===== src/rtl/deepstop_pkg.sv =====
package deepstop_pkg;

  localparam int CTRL_W = 6;
  localparam int BYTE_W = 8;
  localparam int CNT_W  = 18;

  typedef enum logic [1:0] {
    ST_RUN  = 2'd0,
    ST_STOP = 2'd1,
    ST_WARM = 2'd2
  } ds_state_e;

  localparam logic [1:0] MODE_FAST = 2'b00;
  localparam logic [1:0] MODE_SLOW = 2'b01;
  localparam logic [1:0] MODE_STOP = 2'b10;
  localparam logic [1:0] MODE_WARM = 2'b11;

  typedef struct packed {
    logic       start;
    logic       lvl_rel;
    logic       ret_slow;
    logic       hold_out;
    logic [1:0] wsel;
  } ds_ctrl_t;

  function automatic logic [31:0] warm_limit(input logic slow, input logic [1:0] sel,
                                             input int hs, input int ls);
    logic [31:0] base;
    int          sh;
    if (!slow) begin
      sh = hs;
      case (sel)
        2'd0:    base = 32'd3 << 16;
        2'd1:    base = 32'd1 << 16;
        2'd2:    base = 32'd3 << 14;
        default: base = 32'd1 << 14;
      endcase
    end else begin
      sh = ls;
      case (sel)
        2'd0:    base = 32'd3 << 13;
        2'd1:    base = 32'd1 << 13;
        2'd2:    base = 32'd3 << 6;
        default: base = 32'd1 << 6;
      endcase
    end
    base = base >> sh;
    if (base == 32'd0) base = 32'd1;
    return base;
  endfunction

endpackage


===== src/rtl/ds_ctrl_reg.sv =====
module ds_ctrl_reg
  import deepstop_pkg::*;
(
  input  logic              clk,
  input  logic              rst,
  input  logic              wr_en,
  input  logic [BYTE_W-1:0] wr_data,
  input  logic              wr_allow,
  input  logic              clr_start,
  output ds_ctrl_t          ctrl,
  output logic [BYTE_W-1:0] rd_data
);
  localparam int PAD_W = BYTE_W - CTRL_W;

  always_ff @(posedge clk) begin
    if (rst) begin
      ctrl <= '0;
    end else if (wr_en && wr_allow) begin
      ctrl <= ds_ctrl_t'(wr_data[BYTE_W-1:PAD_W]);
    end else if (clr_start) begin
      ctrl.start <= 1'b0;
    end
  end

  assign rd_data = {ctrl, {PAD_W{1'b0}}};
endmodule


===== src/rtl/ds_wake_det.sv =====
module ds_wake_det #(
  parameter int SYNC_STAGES = 2
) (
  input  logic clk,
  input  logic rst,
  input  logic wake_pin,
  output logic wake_lvl,
  output logic wake_rise
);
  logic [SYNC_STAGES-1:0] sreg;
  logic                   prev_q;

  always_ff @(posedge clk) begin
    if (rst) sreg[0] <= 1'b0;
    else     sreg[0] <= wake_pin;
  end

  generate
    for (genvar i = 1; i < SYNC_STAGES; i++) begin : g_sync
      always_ff @(posedge clk) begin
        if (rst) sreg[i] <= 1'b0;
        else     sreg[i] <= sreg[i-1];
      end
    end
  endgenerate

  always_ff @(posedge clk) begin
    if (rst) prev_q <= 1'b0;
    else     prev_q <= sreg[SYNC_STAGES-1];
  end

  assign wake_lvl  = sreg[SYNC_STAGES-1];
  assign wake_rise = sreg[SYNC_STAGES-1] & ~prev_q;
endmodule


===== src/rtl/ds_warm_timer.sv =====
module ds_warm_timer
  import deepstop_pkg::*;
#(
  parameter int HI_SHIFT = 0,
  parameter int LO_SHIFT = 0
) (
  input  logic       clk,
  input  logic       rst,
  input  logic       load,
  input  logic       active,
  input  logic       slow_sel,
  input  logic [1:0] wsel,
  input  logic       hi_tick,
  input  logic       lo_tick,
  output logic       done
);
  logic [CNT_W-1:0] cnt_q;
  logic [CNT_W-1:0] lim;
  logic [31:0]      lim32;
  logic             tick;

  assign lim32 = warm_limit(slow_sel, wsel, HI_SHIFT, LO_SHIFT);
  assign lim   = lim32[CNT_W-1:0];
  assign tick  = slow_sel ? lo_tick : hi_tick;

  always_ff @(posedge clk) begin
    if (rst || load)           cnt_q <= '0;
    else if (active && tick)   cnt_q <= cnt_q + 1'b1;
  end

  assign done = active && tick && (cnt_q == lim - 1'b1);
endmodule


===== src/rtl/ds_pad_policy.sv =====
module ds_pad_policy #(
  parameter int INT_W = 1
) (
  input  logic             clk,
  input  logic             rst,
  input  logic             halted_nxt,
  input  logic             hold_out,
  input  logic [INT_W-1:0] int_pin,
  output logic             pad_hold,
  output logic             pad_hiz,
  output logic             wake_pad_hiz,
  output logic [INT_W-1:0] int_gated,
  output logic [INT_W-1:0] int_fall
);
  logic             force0;
  logic [INT_W-1:0] int_d;

  assign force0 = halted_nxt & ~hold_out;
  assign int_d  = force0 ? '0 : int_pin;

  always_ff @(posedge clk) begin
    if (rst) begin
      pad_hold     <= 1'b0;
      pad_hiz      <= 1'b0;
      wake_pad_hiz <= 1'b0;
      int_gated    <= '0;
      int_fall     <= '0;
    end else begin
      pad_hold     <= halted_nxt & hold_out;
      pad_hiz      <= halted_nxt & ~hold_out;
      wake_pad_hiz <= halted_nxt;
      int_gated    <= int_d;
      int_fall     <= int_gated & ~int_d;
    end
  end
endmodule


===== src/rtl/deepstop_seq.sv =====
module deepstop_seq
  import deepstop_pkg::*;
#(
  parameter int HI_SHIFT    = 0,
  parameter int LO_SHIFT    = 0,
  parameter int SYNC_STAGES = 2,
  parameter int INT_W       = 1
) (
  input  logic             clk,
  input  logic             rst,
  input  logic             wr_en,
  input  logic [7:0]       wr_data,
  output logic [7:0]       rd_data,
  input  logic             wake_pin,
  input  logic             pin_reset,
  input  logic             hi_tick,
  input  logic             lo_tick,
  input  logic [INT_W-1:0] int_pin,
  output logic [1:0]       mode_o,
  output logic             core_clk_en,
  output logic             periph_clk_en,
  output logic             pad_hold,
  output logic             pad_hiz,
  output logic             wake_pad_hiz,
  output logic [INT_W-1:0] int_gated,
  output logic [INT_W-1:0] int_fall
);
  ds_state_e state_q, state_d;
  ds_ctrl_t  ctrl;
  logic      tgt_slow_q, tgt_slow_d;
  logic      run_slow_q, run_slow_d;
  logic      clr_start, load_cnt, warm_done;
  logic      wake_lvl, wake_rise;
  logic      halted_nxt;

  ds_ctrl_reg u_ctrl (
    .clk(clk), .rst(rst), .wr_en(wr_en), .wr_data(wr_data),
    .wr_allow(state_q == ST_RUN), .clr_start(clr_start),
    .ctrl(ctrl), .rd_data(rd_data)
  );

  ds_wake_det #(.SYNC_STAGES(SYNC_STAGES)) u_wake (
    .clk(clk), .rst(rst), .wake_pin(wake_pin),
    .wake_lvl(wake_lvl), .wake_rise(wake_rise)
  );

  ds_warm_timer #(.HI_SHIFT(HI_SHIFT), .LO_SHIFT(LO_SHIFT)) u_timer (
    .clk(clk), .rst(rst), .load(load_cnt), .active(state_q == ST_WARM),
    .slow_sel(tgt_slow_q), .wsel(ctrl.wsel),
    .hi_tick(hi_tick), .lo_tick(lo_tick), .done(warm_done)
  );

  always_comb begin
    state_d    = state_q;
    tgt_slow_d = tgt_slow_q;
    run_slow_d = run_slow_q;
    clr_start  = 1'b0;
    load_cnt   = 1'b0;
    case (state_q)
      ST_RUN: begin
        if (ctrl.start) begin
          if (ctrl.lvl_rel && wake_lvl) clr_start = 1'b1;
          else                          state_d   = ST_STOP;
        end
      end
      ST_STOP: begin
        if (pin_reset) begin
          state_d    = ST_WARM;
          load_cnt   = 1'b1;
          tgt_slow_d = 1'b0;
        end else if (ctrl.lvl_rel ? wake_lvl : wake_rise) begin
          state_d    = ST_WARM;
          load_cnt   = 1'b1;
          tgt_slow_d = ctrl.ret_slow;
        end
      end
      ST_WARM: begin
        if (warm_done) begin
          state_d    = ST_RUN;
          clr_start  = 1'b1;
          run_slow_d = tgt_slow_q;
        end
      end
      default: state_d = ST_RUN;
    endcase
  end

  assign halted_nxt = (state_d != ST_RUN);

  always_ff @(posedge clk) begin
    if (rst) begin
      state_q       <= ST_RUN;
      tgt_slow_q    <= 1'b0;
      run_slow_q    <= 1'b0;
      mode_o        <= MODE_FAST;
      core_clk_en   <= 1'b1;
      periph_clk_en <= 1'b1;
    end else begin
      state_q       <= state_d;
      tgt_slow_q    <= tgt_slow_d;
      run_slow_q    <= run_slow_d;
      core_clk_en   <= ~halted_nxt;
      periph_clk_en <= ~halted_nxt;
      case (state_d)
        ST_STOP: mode_o <= MODE_STOP;
        ST_WARM: mode_o <= MODE_WARM;
        default: mode_o <= run_slow_d ? MODE_SLOW : MODE_FAST;
      endcase
    end
  end

  ds_pad_policy #(.INT_W(INT_W)) u_pad (
    .clk(clk), .rst(rst), .halted_nxt(halted_nxt), .hold_out(ctrl.hold_out),
    .int_pin(int_pin), .pad_hold(pad_hold), .pad_hiz(pad_hiz),
    .wake_pad_hiz(wake_pad_hiz), .int_gated(int_gated), .int_fall(int_fall)
  );
endmodule


===== config.mk =====
export PLATFORM = sky130hd
export DESIGN_NAME = deepstop_seq
export DESIGN_NICKNAME = d
export VERILOG_FILES = /design/src/rtl/deepstop_pkg.sv /design/src/rtl/ds_ctrl_reg.sv /design/src/rtl/ds_wake_det.sv /design/src/rtl/ds_warm_timer.sv /design/src/rtl/ds_pad_policy.sv /design/src/rtl/deepstop_seq.sv
export SDC_FILE = /design/constraint.sdc
export NUM_CORES = 1
export LEC_CHECK = 0
export BUFFER_PORTS_ARGS = -buffer_cell sky130_fd_sc_hd__buf_2
export CAP_MARGIN = 0
export CORE_MARGIN = 2
export CORE_UTILIZATION = 25
export DETAILED_ROUTE_END_ITERATION = 6
export GPL_ROUTABILITY_DRIVEN = 0
export PLACE_DENSITY_LB_ADDON = 0.25
export SLEW_MARGIN = 20
export SYNTH_ARGS = -nofsm -noshare
export SYNTH_HDL_FRONTEND = slang
export SYNTH_HIERARCHICAL = 1
export SYNTH_SLANG_ARGS = --single-unit

===== constraint.sdc =====
create_clock -name clk -period 3.6 [get_ports clk]
set_input_delay 0.18 -clock clk [delete_from_list [all_inputs] [get_ports clk]]
set_output_delay 0.18 -clock clk [all_outputs]
set_load 0.1 [all_outputs]

* After elaboration in Yosys (flattened, before gate mapping)
Cells that the tools add are included.
Widths: inputs -> output; s select.
** Cells by class
- $add $sub $neg :: 2
- Bitwise gates (word level) :: 8
- Equal/unequal tests :: 7
- Multiplexer cells :: 28
- Reduce and logical (&&, ||, !) cells :: 12
** Operators by type and width (number)
- $pmux 18 s3 :: 1
- $pmux 15 s3 :: 1
- $mux 18 :: 2
- $logic_not 32->1 :: 1
- $add 18x1->18 const B :: 1
- $eq 18x18->1 :: 1
- $sub 18x1->18 const B :: 1
- $mux 1 :: 16
- $mux 2 :: 5
- $eq 2x1->1 const B :: 3
- $eq 2x2->1 const B :: 3
- $pmux 2 s3 :: 1
- $reduce_bool 2->1 :: 3
- $and 1x1->1 :: 4
- $logic_and 1x1->1 :: 4
- $logic_not 2->1 :: 2
- $not 1->1 :: 4
- $pmux 2 s2 :: 1
- $pmux 1 s2 :: 1
- $reduce_and 2->1 :: 1
- $logic_or 1x1->1 :: 1
** Word-level totals
- Flip-flop bits (word level) :: 39
- Input bits :: 16
- Logic and storage cells :: 76

* Longest topological paths before layout
Gate-level depths: netlist of the first run.
- Depth after elaboration :: 15
- Depth in mapped cells :: 11

* Modules after synthesis
The synthesis of the first run kept the hierarchy.
** Modules (own cells, without submodules)
- ds_warm_timer :: instances 1, area each 1013.5 um2, cells an instance 126
- deepstop_seq :: instances 1, area each 372.9 um2, cells an instance 41
- ds_ctrl_reg :: instances 1, area each 276.5 um2, cells an instance 34
- ds_pad_policy :: instances 1, area each 145.1 um2, cells an instance 12
- ds_wake_det :: instances 1, area each 87.6 um2, cells an instance 7

* Worst setup path before layout of the first run
OpenSTA, ideal clock, no wires.
- Kind :: register to register
- Start point :: register state_q[1]
- End point :: register mode_o[0]
- Library setup time :: 0.086 ns
- Period minus slack after synthesis :: 2.379 ns
- Path slack :: 1.221 ns
- Data arrival time :: 2.293 ns
- Path buffers :: 0
- Cell stages (with the launch flop) :: 12
- Cells stage by stage :: dfxtp_1 nor2b_1 nand3_1 nand2b_1 a2111oi_0 o2111a_1 nor2b_1 nor2_1 ha_1 inv_1 nor2_1 a211oi_1
** On the way
- Word-level cells in the longest chain between the ends :: 7
- Elaborated cells on any way between the ends :: 17
** Ends and longest elaborated chain
- start: declaration :: RTL line deepstop_seq.sv:28 : ds_state_e state_q, state_d;
- start signal: assignment :: RTL line deepstop_seq.sv:99 : state_q <= state_d;
- $eq 2x2->1 * :: RTL line deepstop_seq.sv:48 : .clk(clk), .rst(rst), .load(load_cnt), .active(state_q == ST_WARM),
- $logic_and 1x1->1 * (2 in a row) :: RTL line ds_warm_timer.sv:31 : assign done = active && tick && (cnt_q == lim - 1'b1);
- net warm_done :: RTL line deepstop_seq.sv:32 : logic clr_start, load_cnt, warm_done;
- $mux 2 / $mux 1 (equally long branches) :: RTL line deepstop_seq.sv:78 : if (warm_done) begin
- $pmux 2 s3 / $mux 1 (equally long branches) :: RTL line deepstop_seq.sv:59 : case (state_q)
- $eq 2x2->1, or another cell as far along :: RTL line deepstop_seq.sv:104 : case (state_d)
- $pmux 2 s2 * :: RTL line deepstop_seq.sv:104
- end signal: assignment :: RTL line deepstop_seq.sv:107 : default: mode_o <= run_slow_d ? MODE_SLOW : MODE_FAST;
- end: declaration :: RTL line deepstop_seq.sv:19 : output logic [1:0] mode_o,
Mark *: on every way through the listed nets, which the timed path passes. The rest lies on a longest branch.
A chain may end at the register's enable or synchronous reset.

* Worst setup path after layout of the first run
Ends and elaborated chain as after synthesis.

==> results of run 1 <==
cell families after synthesis:
family | Yosys count
AO/OA/AOI/OAI | 38
XOR/XNOR | 12
adder cells (fa/ha/maj) | 5
buffers and inverters | 19
flip-flops | 39
multiplexers | 4
other | 1
AND/OR/NAND/NOR | 102
layer usage:
metal | wire (µm) | vias to the layer above | track usage (%) | share of wire [%]
li1 | - | 807 | - | -
met3 | 89 | 4 | 2.07 | 2.3
met4 | 57 | 0 | 3.79 | 1.5
met2 | 1780 | 22 | 15.1 | 45
met1 | 2000 | 741 | 13.1 | 51
met5 | 0 | - | 0 | 0
per-stage QoR:
| stage | setup WS [ps] | util, % | area [µm²] | instances |
|---|---|---|---|---|
| floorplan | 1220 | - | 1900 | 221 |
| finish | 745 | 29.6 | 2160 | 341 |
| global route | 289 | 29.6 | 2160 | 341 |
| global placement | 744 | 28.4 | 2070 | 333 |
| CTS | 703 | 29.6 | 2160 | 341 |
| detailed placement | 734 | 28.4 | 2070 | 333 |
cell type report:
cell class | count | area [µm²]
clock buffer | 5 | 68.8
clock inverter | 3 | 20.0
fill | 818 | 5130
inverter | 4 | 15.0
multi-input combinational | 163 | 1010
sequential | 39 | 781
tap | 99 | 124
timing repair buffer | 28 | 140
report_power, final:
part           total [µW]  switching (µW)  internal (µW)  leakage [µW]
clock                 295             160            135     0.0000402
combinational         164             133           31.6      0.000442
sequential            457            12.0            445      0.000317
total                 916             305            611      0.000799
state kept, by name (all words and copies together) (netlist names), 2 cells and up:
register	flops
u_timer/cnt_q	18
mode_o	2
u_ctrl/ctrl	6
state_q	2
cell usage in the layout (no fill, tap or decap), types with 2 or more instances in the layout:
cell / netlist / layout
dfxtp_1: 39 / 39
buf_2: 1 / 28
a21oi_1: 20 / 20
nor2_1: 16 / 16
nand2_1: 16 / 16
nand3_1: 14 / 14
nand2b_1: 9 / 9
or3_1: 8 / 8
nor2b_1: 6 / 6
xnor2_1: 6 / 6
nand4_1: 6 / 6
xor2_1: 6 / 6
ha_1: 5 / 5
clkbuf_8: 0 / 5
o21ai_0: 5 / 5
inv_1: 4 / 4
nand3b_1: 4 / 4
mux2i_1: 3 / 3
or2_2: 3 / 3
or4_1: 3 / 3
and3_1: 3 / 3
nand4b_1: 2 / 2
o22ai_1: 2 / 2
a2111oi_0: 2 / 2
clkinvlp_4: 0 / 2
conb_1: 1 / 2
nor2b_2: 2 / 2
nor4_1: 2 / 2
nor3_1: 2 / 2
o21ai_1: 2 / 2
path summary, 6_finish.rpt:
path | from | to | slack (ps)
setup / recovery | state_q[1] | mode_o[0] | 750
hold / removal | int_pin | u_pad/int_fall | 70
setup reg to reg | state_q[1] | mode_o[0] | 750
hold reg to reg | u_wake/sreg[0] | u_wake/wake_lvl | 440
==> impl_metrics.tcl, run 1 <==
set metrics [dict create \
    clock_path_buffers 2 \
    die_h_um 91.1 \
    rsz0062_at_grt "no" \
    worst_pin_slew_ps 661 \
    dp_hpwl_um 2840 \
    finalSetupTns_ps 0 \
    p_per_area_mw_per_mm2 424 \
    synthTopCellsByCount "dfxtp_1, a21oi_1, nand2_1, nor2_1, nand3_1" \
    synth.area.top_cells "dfxtp_1, a21oi_1, nand3_1" \
    clk_pin_slew_ps 80 \
    finalPower_uw 916 \
    clock_latency_ps 290 \
    cts_tree "done" \
    run_status "complete, no violations" \
    grt_max_degree 23 \
    viasPerCell 4.62 \
    crit_path_start_kind "register" \
    path_class "reg2reg" \
    ir_drop_mv 0.147 \
    crit_path_max_fanout 8 \
    cp_num_buf_inv 1 \
    cts_max_level 2 \
    cts_buffers 5 \
    path_depth 11 \
    relSlewSlack_pct 54.7 \
    synth_top_family_by_area "simple AND/OR/NAND/NOR gates" \
    fmax_mhz 350 \
    track_usage_pct 9.68 \
    maxSlewViolCount 0 \
    yosys.area.top_type "dfxtp_1" \
    ys_ff_latch 39 \
    yosysMostFrequentCell "dfxtp_1" \
    avgRoutedWirePerCell_um 11.5 \
    setup_viol 0 \
    yosys.area_share.simple_pct 30.0 \
    syn_area_mm2 0.00190 \
    synth_xor_area_share_pct 5.54 \
    holdBufCountCts 0 \
    critPathSlowestCell "nor2b_1" \
    die_x_um 91.1 \
    crit_path_end_kind "register" \
    antenna_found_initial 0 \
    post_cts_buffers 0 \
    required_ps 3810 \
    crit_chain "nor2b_1 > nand3_1 > nand2b_1 > a2111oi_0 > o2111a_1 > nor2b_1 > nor2_1 > ha_1 > inv_1 > nor2_1 > a211oi_1" \
    antenna_cells 0 \
    yosysTopAreaCellShare_pct 41.2 \
    die_area_mm2 0.00829 \
    ys.flop_type "dfxtp_1" \
    hold_ws_ps 65.2 \
    yosys.area_share.adder_pct 3.30 \
    avgSynthCellArea_um2 8.62 \
    skew_ps 3.50 \
    leakagePower_uw 0.000799 \
    finalHoldViolations 0 \
    drtIter0Drc 77 \
    postRouteAntennaNets 0 \
    drive_gt1_share_pct 18.2 \
    synthMuxAreaShare_pct 2.18 \
    crit_family "simple AND/OR/NAND/NOR gates" \
    clockRootBuffer "clkbuf_8" \
    synth-compound-area-share_pct 11.9 \
    ys_seq_area_share_pct 41.2 \
    yosys_warnings 6 \
    core_area_mm2 0.00729 \
    overflow 0 \
    reg2reg_depth 11 \
    hp-class "in2reg" \
    max-cap-violations 0 \
    io_pins 33 \
    start_util_pct 26.0 \
    drc_errors 0 \
    netlist-cell-type-count 45 \
    io_buffers 28 \
    first_pass_iters 4 \
    cts.repair.resized 0 \
    ys_async_sr_fraction_pct 0 \
    fin_crit_ps 2850 \
    grt_pass1_vias 1398 \
    synthToLayoutAreaGrowth_pct 14.0 \
    synth_edf_count 0 \
    num_vias 1574 \
    finalWirelength_um 3930 \
    nets 262 \
    grt_pass1_wl_um 6600 \
    cp.arrival_ps 3070 \
    num_rows 31 \
    period_share_pct 79.3 \
    syn_inst 220 \
    worstHoldPathCells 2 \
    numClockSinks 39 \
    critPathMaxStageDelay_ps 460 \
]
(Power assumes the default switching activity.)
==> run 2, diff against run 1 <==
Clock period 3.6 ns to 2.5 ns, I/O delays scaled along.
==> run 2 against run 1 <==
Register-to-register slack worse by 540 ps; clock skew is 1.9 ps higher; global-route usage is 0.45 points higher; worst hold slack worse by 20 ps; first-iteration DRC count is 14% lower; critical path depth stayed put.
==> impl_metrics.tcl, run 2 (synthesis results as in run 1) <==
set metrics [dict create \
    clock_latency_ps 290 \
    grt_pass1_vias 1445 \
    cts_buffers 5 \
    nets 270 \
    die_area_mm2 0.00829 \
    fin_cells 349 \
    ir_drop_mv 0.336 \
    core_area_mm2 0.00729 \
    avgRoutedWirePerCell_um 11.4 \
    crit_path_start_kind "register" \
    crit_path_max_fanout 9 \
    period_share_pct 91.8 \
    run_status "complete, no violations" \
    wl_met3_um 68 \
    clock_path_buffers 2 \
    final_common_cell "dfxtp_1" \
    cts_tree "done" \
    clk_pin_slew_ps 80 \
    antenna_cells 0 \
    synthToLayoutAreaGrowth_pct 20.3 \
    drtIter0Drc 66 \
    viasPerCell 4.47 \
    io_buffers 28 \
    largest_reg_flops 18 \
    required_ps 2720 \
    numClockSinks 39 \
    dp_hpwl_um 2980 \
    crit_path_end_kind "register" \
    drc_errors 0 \
    track_usage_pct 10.1 \
    skew_ps 5.38 \
    hp-class "in2reg" \
    setup_viol 0 \
    maxSlewViolCount 0 \
    finalPower_uw 1530 \
    pre_cts_slack_ps 139 \
    rsz0062_at_grt "no" \
    max-cap-violations 0 \
    topRoutingLayerUsed "met4" \
    overflow 0 \
    finalCoreUtilization_pct 31.3 \
    cts_max_level 2 \
    dp_cells 339 \
    postRouteAntennaNets 0 \
    first_pass_iters 4 \
    antenna_found_initial 0 \
    fmax_mhz 436 \
    start_util_pct 26.0 \
    reg_top3 "u_timer/cnt_q: 18 flops, u_ctrl/ctrl: 6 flops" \
    drive_gt1_share_pct 21.2 \
    setup_ws_ps 206 \
    finalSetupTns_ps 0 \
    cp.arrival_ps 2510 \
    mostFrequentLayoutCells "dfxtp_1, buf_2, a21oi_1, nor2_1, nand2_1" \
    num_rows 31 \
    grt_pass1_wl_um 6860 \
    clockRootBuffer "clkbuf_8" \
    path_class "reg2reg" \
    regMostFlops "u_timer/cnt_q" \
    leakagePower_uw 0.000863 \
    io_pins 33 \
    p_per_area_mw_per_mm2 672 \
    die_x_um 91.1 \
    grt_max_degree 23 \
    m1WireLength_um 2040 \
    die_h_um 91.1 \
    finalHoldViolations 0 \
    wl_met2_um 1810 \
    finalWirelength_um 3990 \
    fin_crit_ps 2290 \
    num_vias 1561 \
]
## run 2: critical path, stage by stage, from the launching register on
cell and delay [ps]:
dfxtp_1 400, buf_4 190, or3_1 360, nand3_1 80, a21oi_1 70, o2111a_1 270, nor2b_2 150, nor2_1 80
ha_1 290, inv_1 90, nor2_1 50, a211oi_1 180
## run 2: worst paths after layout
kind	start	endpoint	slack, ps	cells after the start
setup / recovery	tgt_slow_q	mode_o[0]	210	11
hold / removal	wake_pin	u_wake/sreg[0]	50	2
setup reg to reg	tgt_slow_q	mode_o[0]	210	11
hold reg to reg	u_wake/sreg[0]	u_wake/wake_lvl	450	1
## run 2: metrics by stage
step | instance area [µm²] | hold WS (ps)
floorplan | 1900 | 192
detailed placement | 2120 | 314
finish | 2280 | 45.4
CTS | 2260 | 40.0
global placement | 2120 | 315
global route | 2280 | 56.2
## run 2: report_power, final
| part | switching [µW] | total, µW | internal (µW) |
|---|---|---|---|
| clock | 234 | 632 | 398 |
| combinational | 194 | 244 | 50.2 |
| sequential | 15.1 | 655 | 640 |
| total | 443 | 1530 | 1090 |
## run 2: metal layers
metal  track usage (%)  up-vias
li1                  -      821
met3              1.99        5
met4              4.17        0
met1              13.6      720
met2              15.9       15
met5                 0        -
## run 2: cell type report
cell class                      instances  area, µm²
Fill cell                             823       5010
Multi-Input combinational cell        163       1020
Sequential cell                        39        781
Timing Repair Buffer                   36        203
Tap cell                               99        124
Clock buffer                            5       68.8
Clock inverter                          3       67.6
Inverter                                4       15.0
## run 2: repair_timing
action	in CTS	in global routing
hold endpoints to repair	1	0
hold buffers	1	0
resized for setup	0	3
endpoints found under the setup margin	0	2
setup buffers	0	1
